**src/rtl/bklt_pkg.sv**
```systemverilog
package bklt_pkg;
  localparam int AW      = 8;
  localparam int DW      = 8;
  localparam int DIV_W   = 7;
  localparam int CNT_W   = 8;

  localparam logic [AW-1:0] ADDR_CTL = 8'h4B;
  localparam logic [AW-1:0] ADDR_LVL = 8'h4E;
  localparam logic [AW-1:0] ADDR_BL  = 8'h51;

  typedef struct packed {
    logic             run;
    logic [DIV_W-1:0] div;
  } ctl_t;
endpackage

```
**src/rtl/bklt_regs.sv**
```systemverilog
module bklt_regs
  import bklt_pkg::*;
#(
  parameter logic [AW-1:0] A_CTL = ADDR_CTL,
  parameter logic [AW-1:0] A_LVL = ADDR_LVL,
  parameter logic [AW-1:0] A_BL  = ADDR_BL
) (
  input  logic          clk,
  input  logic          rst,
  input  logic          wr_en,
  input  logic          rd_en,
  input  logic [AW-1:0] addr,
  input  logic [DW-1:0] wdata,
  output ctl_t          ctl_q,
  output logic [DW-1:0] lvl_q,
  output logic          bl_q,
  output logic [DW-1:0] rdata
);
  logic hit_ctl, hit_lvl, hit_bl;
  logic [DW-1:0] rd_mux;

  assign hit_ctl = (addr == A_CTL);
  assign hit_lvl = (addr == A_LVL);
  assign hit_bl  = (addr == A_BL);

  always_ff @(posedge clk) begin
    if (rst) begin
      ctl_q <= '0;
      lvl_q <= '0;
      bl_q  <= 1'b0;
    end else if (wr_en) begin
      if (hit_ctl) ctl_q <= ctl_t'(wdata);
      if (hit_lvl) lvl_q <= wdata;
      if (hit_bl)  bl_q  <= wdata[0];
    end
  end

  always_comb begin
    rd_mux = '0;
    if (hit_ctl)      rd_mux = DW'(ctl_q);
    else if (hit_lvl) rd_mux = lvl_q;
    else if (hit_bl)  rd_mux = {{(DW-1){1'b0}}, bl_q};
  end

  always_ff @(posedge clk) begin
    if (rst)        rdata <= '0;
    else if (rd_en) rdata <= rd_mux;
  end
endmodule

```
**src/rtl/bklt_prescale.sv**
```systemverilog
module bklt_prescale #(
  parameter int DIV_W = 7
) (
  input  logic             clk,
  input  logic             rst,
  input  logic             run,
  input  logic [DIV_W-1:0] div,
  output logic             tick,
  output logic [DIV_W-1:0] pre_cnt
);
  logic at_end;
  assign at_end = (pre_cnt == div);
  assign tick   = run && at_end;

  always_ff @(posedge clk) begin
    if (rst || !run)  pre_cnt <= '0;
    else if (at_end)  pre_cnt <= '0;
    else              pre_cnt <= pre_cnt + 1'b1;
  end
endmodule

```
**src/rtl/bklt_frame.sv**
```systemverilog
module bklt_frame #(
  parameter int CNT_W     = 8,
  parameter bit FULL_HOLD = 1'b1
) (
  input  logic             clk,
  input  logic             rst,
  input  logic             run,
  input  logic             tick,
  input  logic [CNT_W-1:0] lvl_in,
  output logic [CNT_W-1:0] cnt,
  output logic [CNT_W-1:0] act_lvl,
  output logic             wrap,
  output logic             pwm
);
  localparam logic [CNT_W-1:0] CNT_MAX = {CNT_W{1'b1}};
  logic on;

  assign wrap = tick && (cnt == CNT_MAX);

  always_ff @(posedge clk) begin
    if (rst) begin
      cnt     <= '0;
      act_lvl <= '0;
    end else if (!run) begin
      cnt     <= '0;
      act_lvl <= lvl_in;
    end else if (tick) begin
      cnt <= cnt + 1'b1;
      if (wrap) act_lvl <= lvl_in;
    end
  end

  generate
    if (FULL_HOLD) begin : g_full
      assign on = (act_lvl == CNT_MAX) || (cnt < act_lvl);
    end else begin : g_plain
      assign on = (cnt < act_lvl);
    end
  endgenerate

  assign pwm = run && on;
endmodule

```
**src/rtl/bklt_pwm.sv**
```systemverilog
module bklt_pwm
  import bklt_pkg::*;
(
  input  logic          clk,
  input  logic          rst,
  input  logic          wr_en,
  input  logic          rd_en,
  input  logic [AW-1:0] addr,
  input  logic [DW-1:0] wdata,
  output logic [DW-1:0] rdata,
  output logic          pwm_out,
  output logic          bl_en
);
  ctl_t             ctl_q;
  logic [DW-1:0]    lvl_q;
  logic             bl_q;
  logic             run;
  logic             tick;
  logic [DIV_W-1:0] pre_cnt;
  logic [CNT_W-1:0] frame_cnt;
  logic [CNT_W-1:0] act_lvl;
  logic             wrap;

  bklt_regs u_regs (
    .clk(clk), .rst(rst), .wr_en(wr_en), .rd_en(rd_en),
    .addr(addr), .wdata(wdata),
    .ctl_q(ctl_q), .lvl_q(lvl_q), .bl_q(bl_q), .rdata(rdata)
  );

  assign run = ctl_q.run;

  bklt_prescale #(.DIV_W(DIV_W)) u_pre (
    .clk(clk), .rst(rst), .run(run), .div(ctl_q.div),
    .tick(tick), .pre_cnt(pre_cnt)
  );

  bklt_frame #(.CNT_W(CNT_W), .FULL_HOLD(1'b1)) u_frame (
    .clk(clk), .rst(rst), .run(run), .tick(tick), .lvl_in(lvl_q),
    .cnt(frame_cnt), .act_lvl(act_lvl), .wrap(wrap), .pwm(pwm_out)
  );

  assign bl_en = bl_q;
endmodule

```
**config.mk**
```make
export PLATFORM = sky130hd
export DESIGN_NAME = bklt_pwm
export DESIGN_NICKNAME = d
export VERILOG_FILES = /design/src/rtl/bklt_pkg.sv /design/src/rtl/bklt_regs.sv /design/src/rtl/bklt_prescale.sv /design/src/rtl/bklt_frame.sv /design/src/rtl/bklt_pwm.sv
export SDC_FILE = /design/constraint.sdc
export NUM_CORES = 1
export LEC_CHECK = 0
export ABC_AREA = 1
export BUFFER_PORTS_ARGS = -buffer_cell sky130_fd_sc_hd__buf_2
export CAP_MARGIN = 10
export CORE_UTILIZATION = 52
export CTS_CLUSTER_SIZE = 30
export DETAILED_ROUTE_END_ITERATION = 12
export GPL_ROUTABILITY_DRIVEN = 0
export GPL_TIMING_DRIVEN = 0
export HOLD_SLACK_MARGIN = 0.08
export PLACE_DENSITY_LB_ADDON = 0.05
export REMOVE_ABC_BUFFERS = 1
export SLEW_MARGIN = 10
export SYNTH_ARGS = -nofsm -noshare
export SYNTH_HDL_FRONTEND = slang
export SYNTH_SLANG_ARGS = --single-unit
export TNS_END_PERCENT = 100
```
**constraint.sdc**
```tcl
create_clock -name clk -period 1.2 [get_ports clk]
set_input_delay 0.06 -clock clk [delete_from_list [all_inputs] [get_ports clk]]
set_output_delay 0.06 -clock clk [all_outputs]
set_load 0.01 [all_outputs]
```
==> flow_metrics.tcl <==
set metrics [dict create \
    synth_top_cell_by_area "dfxtp_1" \
    dieArea_mm2 0.00488 \
    root_buffer "clkbuf_8" \
    grt_usage 0.243 \
    avgSynthCellArea_um2 7.08 \
    outcome "complete, but fails checks" \
    die_h_um 69.8 \
    max_freq_mhz 626 \
    area_delta_synth_final_pct 31.8 \
    grt_pass1_vias 2168 \
    synth_mux_area_frac 0 \
    die_w_um 69.8 \
    final_cell_mix "71 x nand2_1, 35 x nand3_1, 33 x inv_1, 29 x buf_2" \
    leakage_nw 1.32 \
    grt_pass1_wl_mm 9.60 \
    wl_per_cell_um 13.1 \
    postPlaceCellArea_mm2 0.00254 \
    cts_sinks 48 \
    hp-class "in -> reg" \
    synth_top_area_share 0.401 \
    gr-total-overflow 0 \
    grt_max_degree 24 \
    relSlewSlack 0.586 \
    dp.cells 408 \
    rsz0062_at_grt "yes" \
    drc_errors 0 \
    layout.nets 418 \
    p_per_area_mw_per_mm2 875 \
    final_cells 442 \
    seq_area_frac_synth 0.401 \
    report.final.slew_viol_count 0 \
    intPower_mw 2.12 \
    antenna_found_initial 0 \
    numCtsBuffers 5 \
    max_stage_delay_ps 330 \
    yosys.cell_types.count 29 \
    cp.required_ps 1140 \
    cts_tree "yes" \
    max_cap_viol_count 0 \
    htree_levels 2 \
    postLayoutSetupSlackWorst_ps -398 \
    first_iter_violations 100 \
    synth_simple_gate_area_frac 0.311 \
    synthCells 338 \
    switching_share 0.231 \
    violations "negative setup slack" \
    drive_gt1_frac 0.372 \
    max_slew.worst_pin.slew_ps 620 \
    start_util 0.546 \
    seqPwrFrac 0.578 \
    worstPathArrival_ps 1540 \
    diodes 0 \
    path_buf_inv 3 \
    power_switching_mw 0.638 \
    clk-insertion-delay-late_ps 300 \
    start_kind "flip-flop" \
    ant_nets 0 \
    stdcell_area_mm2 0.00315 \
    cpMostUsedCell "nand2_1" \
    hold_viol 0 \
    skew_ps 7.29 \
    crit_family "flip-flops" \
    syn_area_mm2 0.00239 \
    setup_viol 24 \
    path_cells "inv_2 > ha_4 > nand2_1 > buf_4 > nor2_1 > nand2_1 > nand2_1 > a21oi_1 > buf_2" \
    worstSetupPathType "reg -> out" \
    num_io_pins 30 \
    fin_crit_sh 1.33 \
    num_vias 2274 \
    cp_max_fo 3 \
    crit_slowest_cell "dfxtp_2" \
    synthTopCellsByArea "dfxtp_1 40%, nand2_1 13%, nand3_1 7.7%, inv_1 6.9%, a21oi_1 5.6%" \
    cp-end-kind "output port" \
    pwr-share-comb 0.061 \
    synth_top_family_by_area "simple AND/OR/NAND/NOR gates" \
    placement.io_buffers 29 \
    clk_pin_slew_ps 90 \
    vdd_ir_drop_max_mv 0.741 \
    synth-compound-area-share 0.113 \
    drtPass1Iterations 4 \
    core_mm2 0.00438 \
    power_frac_clock 0.362 \
    layout_commonest_cell "nand2_1" \
    synth_seq_cells 48 \
    clk_path_buf_depth 2 \
    routed_via_density 5.14 \
    synthAdderAreaFrac 0.0470 \
    num_rows 24 \
    wirelength_mm 5.79 \
    post-dp-hpwl_mm 3.70 \
    yosysWarningCount 0 \
    period_minus_slack_ps 1600 \
    synthXorXnorAreaFrac 0.0293 \
]
layer usage:
layer / vias to the layer above / wire [µm] / global-route usage
li1: 1187 / - / -
met1: 1051 / 2550 / 0.307
met2: 32 / 3040 / 0.425
met3: 4 / 162 / 0.0451
met4: 0 / 43 / 0.0622
met5: - / 0 / 0
cell type report:
type / count / area, µm²
clock buffers: 6 / 82.6
multi-input cells: 233 / 1430
inverters: 46 / 175
well taps: 52 / 65.1
clock inverters: 2 / 10.0
flip-flops and latches: 48 / 1010
fillers: 371 / 1230
repair buffers: 55 / 379
what timing repair did:
| item | in CTS | in global routing |
|---|---|---|
| hold buffers | 8 | 0 |
| cloned | 0 | 0 |
| endpoints found under the setup margin | 33 | 35 |
| endpoints found under the hold margin | 11 | 0 |
| pin swaps | 14 | 16 |
| setup buffers | 10 | 9 |
| gates resized for setup | 46 | 54 |
power groups by stage:
stage          Combinational (mW)  Clock (mW)  Sequential (mW)
2_1_floorplan              0.0528           0             1.65
3_3_place_gp                0.137           0             1.65
3_5_place_dp                0.139           0             1.65
4_1_cts                     0.163        1.02             1.60
5_1_grt                     0.187        1.08             1.60
6_report                    0.167       0.998             1.60
per-stage QoR:
stage	worst slack (ps)	utilization	hold slack (ps)	total power [mW]	TNS, ps
floorplan	-165	-	129	1.71	-2560
global placement	-465	0.580	352	1.79	-14740
detailed placement	-467	0.580	353	1.79	-15200
CTS	-486	0.667	86.4	2.79	-4570
global route	-484	0.719	95.6	2.86	-7130
finish	-398	0.719	88.8	2.76	-5010
cells in the mapped netlist:
cell type	instances
o21ai_1	2
nand2_2	2
o211ai_1	7
nor2_2	2
a211oi_1	1
buf_4	2
nor2_1	31
buf_8	1
a21oi_2	1
o211ai_2	1
inv_2	2
nand3_1	37
inv_1	44
nor3_1	8
nand3_2	1
nor2_4	1
xor2_1	5
ha_1	9
clkbuf_1	6
buf_2	2
a21oi_1	27
nor4_1	2
nor3b_2	2
dfxtp_1	48
xnor2_1	3
o21ai_0	9
nand2_1	80
and2_1	1
nand2_4	1
worst reg2reg max path, delay by kind of cell (launching register included):
kind | cells | cell delay (ps)
buffers and inverters | 3 | 410
AO/OA/AOI/OAI | 2 | 220
flip-flops | 1 | 460
AND/OR/NAND/NOR | 1 | 340
worst paths after layout:
path	slack, ps	to	depth (start not counted)	startpoint
setup / recovery	-400	pwm_out	9	u_frame.act_lvl[7]
hold / removal	90	u_regs.lvl_q[1]	2	rst
setup reg to reg	-280	u_frame.cnt[4]	6	u_regs.ctl_q[7]
hold reg to reg	470	u_regs.bl_q	2	u_regs.bl_q
cell families (layout without fill, tap and decap cells):
family,count (synthesis),after routing
flip-flops,48,48
AO/OA/AOI/OAI,48,48
adder cells (fa/ha/maj),9,9
buffers and inverters,57,109
XOR/XNOR,8,8
AND/OR/NAND/NOR,168,168
state kept, by name, indices dropped and copies added, names as in the netlist:
signal,flops
u_frame.act_lvl,8
u_frame.cnt,8
u_regs.ctl_q,8
u_regs.lvl_q,8
u_regs.rdata,8
u_pre.pre_cnt,7
u_regs.bl_q,1
(Power assumes the default switching activity.)
